File: src/rtl/sdram_burst_pkg.sv
package sdram_burst_pkg;
  localparam int BL_SEL_W = 3;
  localparam int ILV_MAX_LOG2 = 3;
  typedef enum logic {
    BT_SEQ = 1'b0,
    BT_ILV = 1'b1
  } burst_type_e;
endpackage

File: src/rtl/burst_cfg_decode.sv
module burst_cfg_decode
  import sdram_burst_pkg::*;
#(
  parameter int COL_W = 8
) (
  input  logic [BL_SEL_W-1:0] bl_sel_i,
  input  logic                type_i,
  output logic [COL_W-1:0]    mask_o,
  output logic                full_o,
  output logic                ilv_o,
  output logic                err_o
);
  localparam logic [COL_W-1:0] ILV_MAX_MASK = COL_W'((1 << ILV_MAX_LOG2) - 1);

  logic full_req;
  assign full_req = bl_sel_i[BL_SEL_W-1];

  always_comb begin
    err_o  = 1'b0;
    full_o = 1'b0;
    ilv_o  = (burst_type_e'(type_i) == BT_ILV);
    mask_o = COL_W'((COL_W'(1) << bl_sel_i[1:0]) - COL_W'(1));
    if (full_req && ilv_o) begin
      // illegal: fall back to 8-beat interleave
      err_o  = 1'b1;
      mask_o = ILV_MAX_MASK;
    end else if (full_req) begin
      full_o = 1'b1;
      mask_o = '1;
    end
  end
endmodule

File: src/rtl/burst_beat_ctrl.sv
module burst_beat_ctrl #(
  parameter int COL_W = 8
) (
  input  logic             clk_i,
  input  logic             rst_ni,
  input  logic             start_i,
  input  logic             term_i,
  input  logic [COL_W-1:0] start_col_i,
  input  logic [COL_W-1:0] mask_i,
  input  logic             full_i,
  input  logic             ilv_i,
  input  logic             err_i,
  output logic             active_o,
  output logic [COL_W-1:0] beat_o,
  output logic [COL_W-1:0] base_o,
  output logic [COL_W-1:0] mask_o,
  output logic             full_o,
  output logic             ilv_o,
  output logic             err_o
);
  logic end_beat;
  assign end_beat = !full_o && (beat_o == mask_o);

  always_ff @(posedge clk_i or negedge rst_ni) begin
    if (!rst_ni) begin
      active_o <= 1'b0;
      beat_o   <= '0;
      base_o   <= '0;
      mask_o   <= '0;
      full_o   <= 1'b0;
      ilv_o    <= 1'b0;
      err_o    <= 1'b0;
    end else if (start_i) begin
      active_o <= 1'b1;
      beat_o   <= '0;
      base_o   <= start_col_i;
      mask_o   <= mask_i;
      full_o   <= full_i;
      ilv_o    <= ilv_i;
      err_o    <= err_i;
    end else if (active_o) begin
      if (term_i || end_beat) active_o <= 1'b0;
      else beat_o <= beat_o + COL_W'(1);
    end
  end
endmodule

File: src/rtl/burst_col_calc.sv
module burst_col_calc #(
  parameter int COL_W = 8
) (
  input  logic             active_i,
  input  logic [COL_W-1:0] beat_i,
  input  logic [COL_W-1:0] base_i,
  input  logic [COL_W-1:0] mask_i,
  input  logic             full_i,
  input  logic             ilv_i,
  output logic [COL_W-1:0] col_o,
  output logic             last_o
);
  logic [COL_W-1:0] seq_col, ilv_col, sum;

  assign sum     = base_i + beat_i;
  // full page: mask is all ones, so this wraps over the whole row
  assign seq_col = (base_i & ~mask_i) | (sum & mask_i);
  assign ilv_col = base_i ^ (beat_i & mask_i);
  assign col_o   = ilv_i ? ilv_col : seq_col;
  assign last_o  = active_i && !full_i && (beat_i == mask_i);
endmodule

File: src/rtl/sdram_col_burst_gen.sv
module sdram_col_burst_gen
  import sdram_burst_pkg::*;
#(
  parameter int COL_W = 8
) (
  input  logic                clk_i,
  input  logic                rst_ni,
  input  logic                start_i,
  input  logic [COL_W-1:0]    start_col_i,
  input  logic [BL_SEL_W-1:0] bl_sel_i,
  input  logic                type_i,
  input  logic                term_i,
  output logic [COL_W-1:0]    col_o,
  output logic                valid_o,
  output logic                last_o,
  output logic                cfg_err_o
);
  logic [COL_W-1:0] dec_mask, beat_q, base_q, mask_q;
  logic dec_full, dec_ilv, dec_err, active_q, full_q, ilv_q;

  burst_cfg_decode #(.COL_W(COL_W)) u_dec (
    .bl_sel_i (bl_sel_i),
    .type_i   (type_i),
    .mask_o   (dec_mask),
    .full_o   (dec_full),
    .ilv_o    (dec_ilv),
    .err_o    (dec_err)
  );

  burst_beat_ctrl #(.COL_W(COL_W)) u_ctrl (
    .clk_i       (clk_i),
    .rst_ni      (rst_ni),
    .start_i     (start_i),
    .term_i      (term_i),
    .start_col_i (start_col_i),
    .mask_i      (dec_mask),
    .full_i      (dec_full),
    .ilv_i       (dec_ilv),
    .err_i       (dec_err),
    .active_o    (active_q),
    .beat_o      (beat_q),
    .base_o      (base_q),
    .mask_o      (mask_q),
    .full_o      (full_q),
    .ilv_o       (ilv_q),
    .err_o       (cfg_err_o)
  );

  burst_col_calc #(.COL_W(COL_W)) u_calc (
    .active_i (active_q),
    .beat_i   (beat_q),
    .base_i   (base_q),
    .mask_i   (mask_q),
    .full_i   (full_q),
    .ilv_i    (ilv_q),
    .col_o    (col_o),
    .last_o   (last_o)
  );

  assign valid_o = active_q;
endmodule

File: config.mk
export PLATFORM = sky130hd
export DESIGN_NAME = sdram_col_burst_gen
export DESIGN_NICKNAME = d
export VERILOG_FILES = /design/src/rtl/sdram_burst_pkg.sv /design/src/rtl/burst_cfg_decode.sv /design/src/rtl/burst_beat_ctrl.sv /design/src/rtl/burst_col_calc.sv /design/src/rtl/sdram_col_burst_gen.sv
export SDC_FILE = /design/constraint.sdc
export NUM_CORES = 1
export LEC_CHECK = 0
export BUFFER_PORTS_ARGS = -buffer_cell sky130_fd_sc_hd__buf_2
export CORE_MARGIN = 2
export CORE_UTILIZATION = 40
export DETAILED_ROUTE_END_ITERATION = 6
export SETUP_SLACK_MARGIN = 0.3
export SKIP_CTS_REPAIR_TIMING = 1
export SYNTH_ARGS = -nofsm -noshare
export SYNTH_HDL_FRONTEND = slang
export SYNTH_SLANG_ARGS = --single-unit
File: constraint.sdc
create_clock -name clk_i -period 4.3 [get_ports clk_i]
set_clock_uncertainty 0.1 [all_clocks]
set_input_delay 0.43 -clock clk_i [delete_from_list [all_inputs] [get_ports clk_i]]
set_output_delay 0.43 -clock clk_i [all_outputs]
set_load 0.1 [all_outputs]
==> results of run 1 <==
[final cells by class]
| type | count | area, um2 | area share, % |
|---|---|---|---|
| inverters | 11 | 41.3 | 1.99 |
| repair buffers | 26 | 130 | 6.26 |
| clock buffers | 3 | 41.3 | 1.99 |
| multi-input cells | 151 | 1120 | 53.9 |
| well taps | 52 | 65.1 | 3.13 |
| clock inverters | 1 | 5.00 | 0.241 |
| flip-flops and latches | 27 | 676 | 32.5 |
[worst register-to-register path, cell delays in order (launching register included)]
cell and delay, ps:
dfrtp_1 490, ha_1 330, nor4_2 470, a311oi_4 250, nand4_1 180, xor2_1 160, nor2_1 50
[routing by layer]
layer	vias up	GRT usage (%)	routed length [um]
li1	748	-	-
met5	-	0	0
met1	684	25.4	2060
met2	27	25.9	1780
met4	0	4.40	51
met3	5	2.08	103
[metrics by stage]
step | setup slack, ps | cells | total power (W) | hold slack [ps] | utilization [%]
after global routing | 992 | 271 | 0.000755 | 108 | 47.1
after global placement | 1590 | 267 | 0.000566 | 387 | 46.1
final | 1200 | 271 | 0.000714 | 54.6 | 47.1
after CTS | 1190 | 271 | 0.000720 | 83.9 | 47.1
after detailed placement | 1530 | 267 | 0.000568 | 394 | 46.1
after floorplan | 429 | 195 | 0.000514 | 34.4 | -
[flip-flops by register name, indices dropped and copies added (netlist names)]
name / flops
u_ctrl.active_o: 1
u_ctrl.beat_o: 8
u_ctrl.mask_o: 7
u_ctrl.err_o: 1
u_ctrl.full_o: 1
u_ctrl.base_o: 8
u_ctrl.ilv_o: 1
[kinds of logic (layout without fill, tap and decap cells)]
| kind of cell | after synthesis | count (layout) |
|---|---|---|
| xor+xnor | 16 | 16 |
| mux | 10 | 10 |
| compound gates | 40 | 40 |
| flops | 27 | 27 |
| buf+inv | 17 | 41 |
| simple gates | 66 | 66 |
| fa+ha+maj | 19 | 19 |
[power by group through the flow]
stage | registers, W | logic, W | clock network, W
after floorplan | 0.000305 | 0.000209 | 0
after global placement | 0.000306 | 0.000260 | 0
after detailed placement | 0.000308 | 0.000260 | 0
after CTS | 0.000303 | 0.000261 | 0.000156
after global routing | 0.000308 | 0.000279 | 0.000168
final | 0.000302 | 0.000258 | 0.000154
[worst paths after layout]
kind	start	end	slack (ps)	cells past startpoint
max	u_ctrl.beat_o[0]	col_o[4]	1200	9
min	rst_ni	u_ctrl.base_o[1]	50	1
max reg2reg	u_ctrl.mask_o[6]	u_ctrl.beat_o[7]	2140	6
min reg2reg	u_ctrl.err_o	u_ctrl.err_o	440	2
max in group asynchronous	rst_ni	u_ctrl.base_o[7]	3630	1
min in group clk_i	start_col_i[1]	u_ctrl.base_o[1]	260	3
[layout by cell type, fill, tap and decap left out, types with 4 or more instances in the layout]
master    netlist  layout
dfrtp_1        27      27
buf_2           2      26
nor2_1         20      20
ha_1           18      18
a21oi_1        15      15
inv_1          11      11
xor2_1         10      10
nand2_1         9       9
mux2_2          9       9
o21ai_0         8       8
xnor2_1         6       6
nor2b_1         5       5
nand4_1         5       5
nand3_1         4       4
nor3b_1         4       4
a211oi_1        4       4
a31oi_1         4       4
nand3b_1        4       4
==> metrics.cfg, run 1 <==
[sta]
setup_tns_ps = 0
slew_headroom_pct = 49.1
rsz0062_at_grt = no
min_period_ps = 3100
finalSetupViolCount = 0
fmax_ghz = 0.322
tightest_slew_ps = 764
slew_violations = 0
hold_viol_final = 0
min_period_over_period_pct = 72.1

[grt]
grt_start_max_net_pins = 36
grt_pass1_wl_mm = 6.89
track_usage_pct = 16.9
antenna_found_initial = 0
overflow = 0
grt_pass1_vias = 1369

[place]
post_dp_cell_area_um2 = 2030
dp_hpwl_mm = 3.00
portBuffers = 26
place_congestion = 0.829

[synth]
syn_nets = 230
synth_compound_area_share_pct = 13.8
synthSimpleGateAreaFrac_pct = 19.3
synth_top_family_by_area = simple AND/OR/NAND/NOR gates
synth-seq-area-share_pct = 36.5
synth_cells = 195
synth_xor_area_share_pct = 7.56
synth_cell_type_count = 39
synth_area_leader_cell = dfrtp_1
synth_ff_type = dfrtp_1
ys_top_cells_by_count = dfrtp_1 (27), nor2_1 (20), ha_1 (18)
yosys_register_bits = 27
yosysMostFrequentCell = dfrtp_1
async_flop_share_pct = 100
synth_edf_count = 0
syn_area_per_cell_um2 = 9.50
synthAdderAreaFrac_pct = 13.2
synth_top_cell_area_share_pct = 36.5
synth_area_um2 = 1850
synth_mux_area_share_pct = 6.01
synth_area_leaders = dfrtp_1 (36%), ha_1 (12%), mux2_2 (5.5%)
yosys_warnings = 0

[floorplanning]
ios = 27
placementRows = 24
die_w_um = 72.1
fp.coreArea_um2 = 4410
fp.dieArea_um2 = 5190
die_y_um = 72.1
initial_core_util_pct = 42.0

[power_and_ir_drop]
power_density_nw_per_um2 = 344
total_leakage_power_nw = 0.953
power_frac_comb_pct = 36.1
p_switching_w = 0.000307
clkPwrFrac_pct = 21.5
internal_power_w = 0.000407
ir_drop_mv = 0.222
switching_share_pct = 43.0
power_frac_seq_pct = 42.3

[drt]
drt_iter0_drc = 96
wl_mm = 3.99
antenna_left = 0
avgViaCountPerCell = 5.40
dr.pass1.iters = 4
drc_errors = 0
wire_per_inst_um = 14.7
num_vias = 1464

[clocking]
clk_pin_slew_worst_paths_ps = 100
cts_tree = yes
cts_buffers = 3
cts.path.max_buffers = 2
root_buffer = clkbuf_8
clock-sinks = 27
insertion_delay_ps = 280
htree_levels = 1

[worst_setup_path]
startpoint_type = flop
setup.worst_path.end_class = output port
critPathMaxStageDelay_ps = 490
cp_data_required_time_ps = 3770
crit_path_max_fanout = 7
path_class = reg -> out
critPathTopFamily = adder cells
crit_chain = ha_1, inv_1, fa_1, nor2b_1, o21a_1, nor3_1, nand3b_1, a22oi_1, buf_2
crit_path_top_delay_cell = dfrtp_1
critPathBufInv = 2
crit_arrival_ps = 2570

[cells_and_area]
fin_area_um2 = 2080
nets = 255
drive_gt1_share_pct = 21.9
fillCellCount = 441
syn_to_final_growth_pct = 12.2
antenna_cells = 0

[run_status]
status = completed

[job]
drv_cap = 0

[hold_path]
hold_path.class = in -> async

(Power assumes the default switching activity.)
==> run 2, diff against run 1 <==
==> constraint.sdc (replaced) <==
create_clock -name clk_i -period 2.6 [get_ports clk_i]
set_clock_uncertainty 0.1 [all_clocks]
set_input_delay 0.26 -clock clk_i [delete_from_list [all_inputs] [get_ports clk_i]]
set_output_delay 0.26 -clock clk_i [all_outputs]
set_load 0.1 [all_outputs]
==> metrics.cfg, run 2 (synthesis gave the netlist of run 1 again) <==
[run_status]
status = completed

[cells_and_area]
antenna_cells = 0
syn_to_final_growth_pct = 38.6
stdcell_count = 292
reg_top3 = u_ctrl.base_o x8, u_ctrl.beat_o x8, u_ctrl.mask_o x7
drive_gt1_share_pct = 43.3
nets = 276
seq_area_um2 = 691
multi_input_area_um2 = 1320
layout_common_cells = buf_4 (20), nor2_1 (19), buf_2 (18), dfrtp_1 (15), dfrtp_2 (12)
final_common_cell = buf_4
fillCellCount = 384

[drt]
num_vias = 1534
wire_per_inst_um = 14.1
dr.pass1.iters = 4
antenna_left = 0
wl_mm = 4.12
drt_iter0_drc = 61
avgViaCountPerCell = 5.25
drc_errors = 0

[floorplanning]
fp.dieArea_um2 = 5190
placementRows = 24
fp.coreArea_um2 = 4410
die_y_um = 72.1
ios = 27
die_w_um = 72.1
initial_core_util_pct = 42.0

[sta]
hold_viol_final = 0
slew_violations = 0
fmax_ghz = 0.396
finalSetupViolCount = 0
rsz0062_at_grt = yes
slew_headroom_pct = 56.7
min_period_ps = 2520
worst_slack_ps = 77.1
min_period_over_period_pct = 97.0
tightest_slew_ps = 649

[worst_setup_path]
path_class = reg -> out
crit_path_max_fanout = 3
startpoint_type = flop
critPathBufInv = 2
crit_arrival_ps = 2160
cp_data_required_time_ps = 2240
crit_chain = ha_4, inv_2, fa_2, nor2b_1, o21a_1, o21ai_1, a21oi_1, nor3_4, buf_12
setup.worst_path.end_class = output port
critPathMaxStageDelay_ps = 450
critPathTopFamily = compound AO/OA/AOI/OAI gates
crit_path_top_delay_cell = dfrtp_2

[grt]
use_met2_pct = 24.4
antenna_found_initial = 0
grt_start_max_net_pins = 36
busiest_layer = met2
track_usage_pct = 16.1
grt_pass1_vias = 1395
grt_use_met3_pct = 2.36
grt_pass1_wl_mm = 6.67
overflow = 0
met1_usage_pct = 24.1

[clocking]
clk_pin_slew_worst_paths_ps = 90
cts_buffers = 3
root_buffer = clkbuf_8
htree_levels = 1
insertion_delay_ps = 280
cts.path.max_buffers = 2
clock-sinks = 27
cts_tree = yes

[power_and_ir_drop]
ir_drop_mv = 0.363
power_density_nw_per_um2 = 521
power_frac_seq_pct = 37.2
switching_share_pct = 41.1
total_leakage_power_nw = 1.08
clkPwrFrac_pct = 18.5
p_switching_w = 0.000549
power_frac_comb_pct = 44.3
internal_power_w = 0.000788

[place]
dp_slack_ps = 218
place_congestion = 0.756
portBuffers = 26
dp_hpwl_mm = 2.98
place_inst = 268

[hold_path]
hold_path.class = in -> reg

[job]
drv_cap = 0

-- run 2: changes by cell type in the layout (fill, tap and decap cells not counted), moves of 3 or more --
cell	change
a21oi_1	-4
buf_12	+7
ha_1	-8
buf_4	+20
buf_2	-8
ha_4	+6
dfrtp_1	-12
dfrtp_2	+12
o21ai_0	-3
-- run 2: routing by layer --
metal | vias to the layer above | share of wire (%)
li1 | 788 | -
met1 | 718 | 50
met2 | 24 | 47
met3 | 4 | 2.6
met4 | 0 | 0.83
met5 | - | 0
-- run 2: layout make-up --
type | instances | area share (%)
timing repair buffer | 47 | 15.8
clock inverter | 1 | 0.292
sequential | 27 | 26.9
inverter | 11 | 1.61
clock buffer | 3 | 1.61
multi-input combinational | 151 | 51.3
tap | 52 | 2.53
-- run 2: worst register-to-register path, cell delays in order (launching register included) --
cell      delay [ps]
dfrtp_2          440
buf_4            150
ha_1             310
nor4_4            70
a311oi_4         490
nand4_1          230
xor2_1           170
nor2_1            60
-- run 2: final timing paths --
check,startpoint,end,slack (ps),depth (start not counted)
worst max-delay path,u_ctrl.beat_o[0],col_o[6],80,9
worst min-delay path,start_col_i[1],u_ctrl.base_o[1],90,3
worst max register to register,u_ctrl.beat_o[4],u_ctrl.beat_o[7],450,7
worst min register to register,u_ctrl.err_o,u_ctrl.err_o,450,2
max in group asynchronous,rst_ni,u_ctrl.beat_o[6],1540,2
min in group asynchronous,rst_ni,u_ctrl.base_o[3],420,2
-- run 2: through the flow --
stage,power [W],hold WS [ps],TNS [ps],cell area [um2],utilization [%]
after floorplan,0.000887,-136,-167,1980,-
after global placement,0.00103,209,0,2240,50.8
after detailed placement,0.00103,214,0,2240,50.8
after CTS,0.00128,-91.7,-228,2290,51.9
after global routing,0.00141,95.5,-17.7,2570,58.2
final,0.00134,88.0,0,2570,58.2
-- run 2: power by group through the flow --
stage                     Combinational [W]  Clock, W  Sequential, W
after floorplan                    0.000380         0       0.000507
after global placement             0.000523         0       0.000505
after detailed placement           0.000524         0       0.000506
after CTS                          0.000526  0.000256       0.000498
after global routing               0.000632  0.000275       0.000504
final                              0.000593  0.000247       0.000497
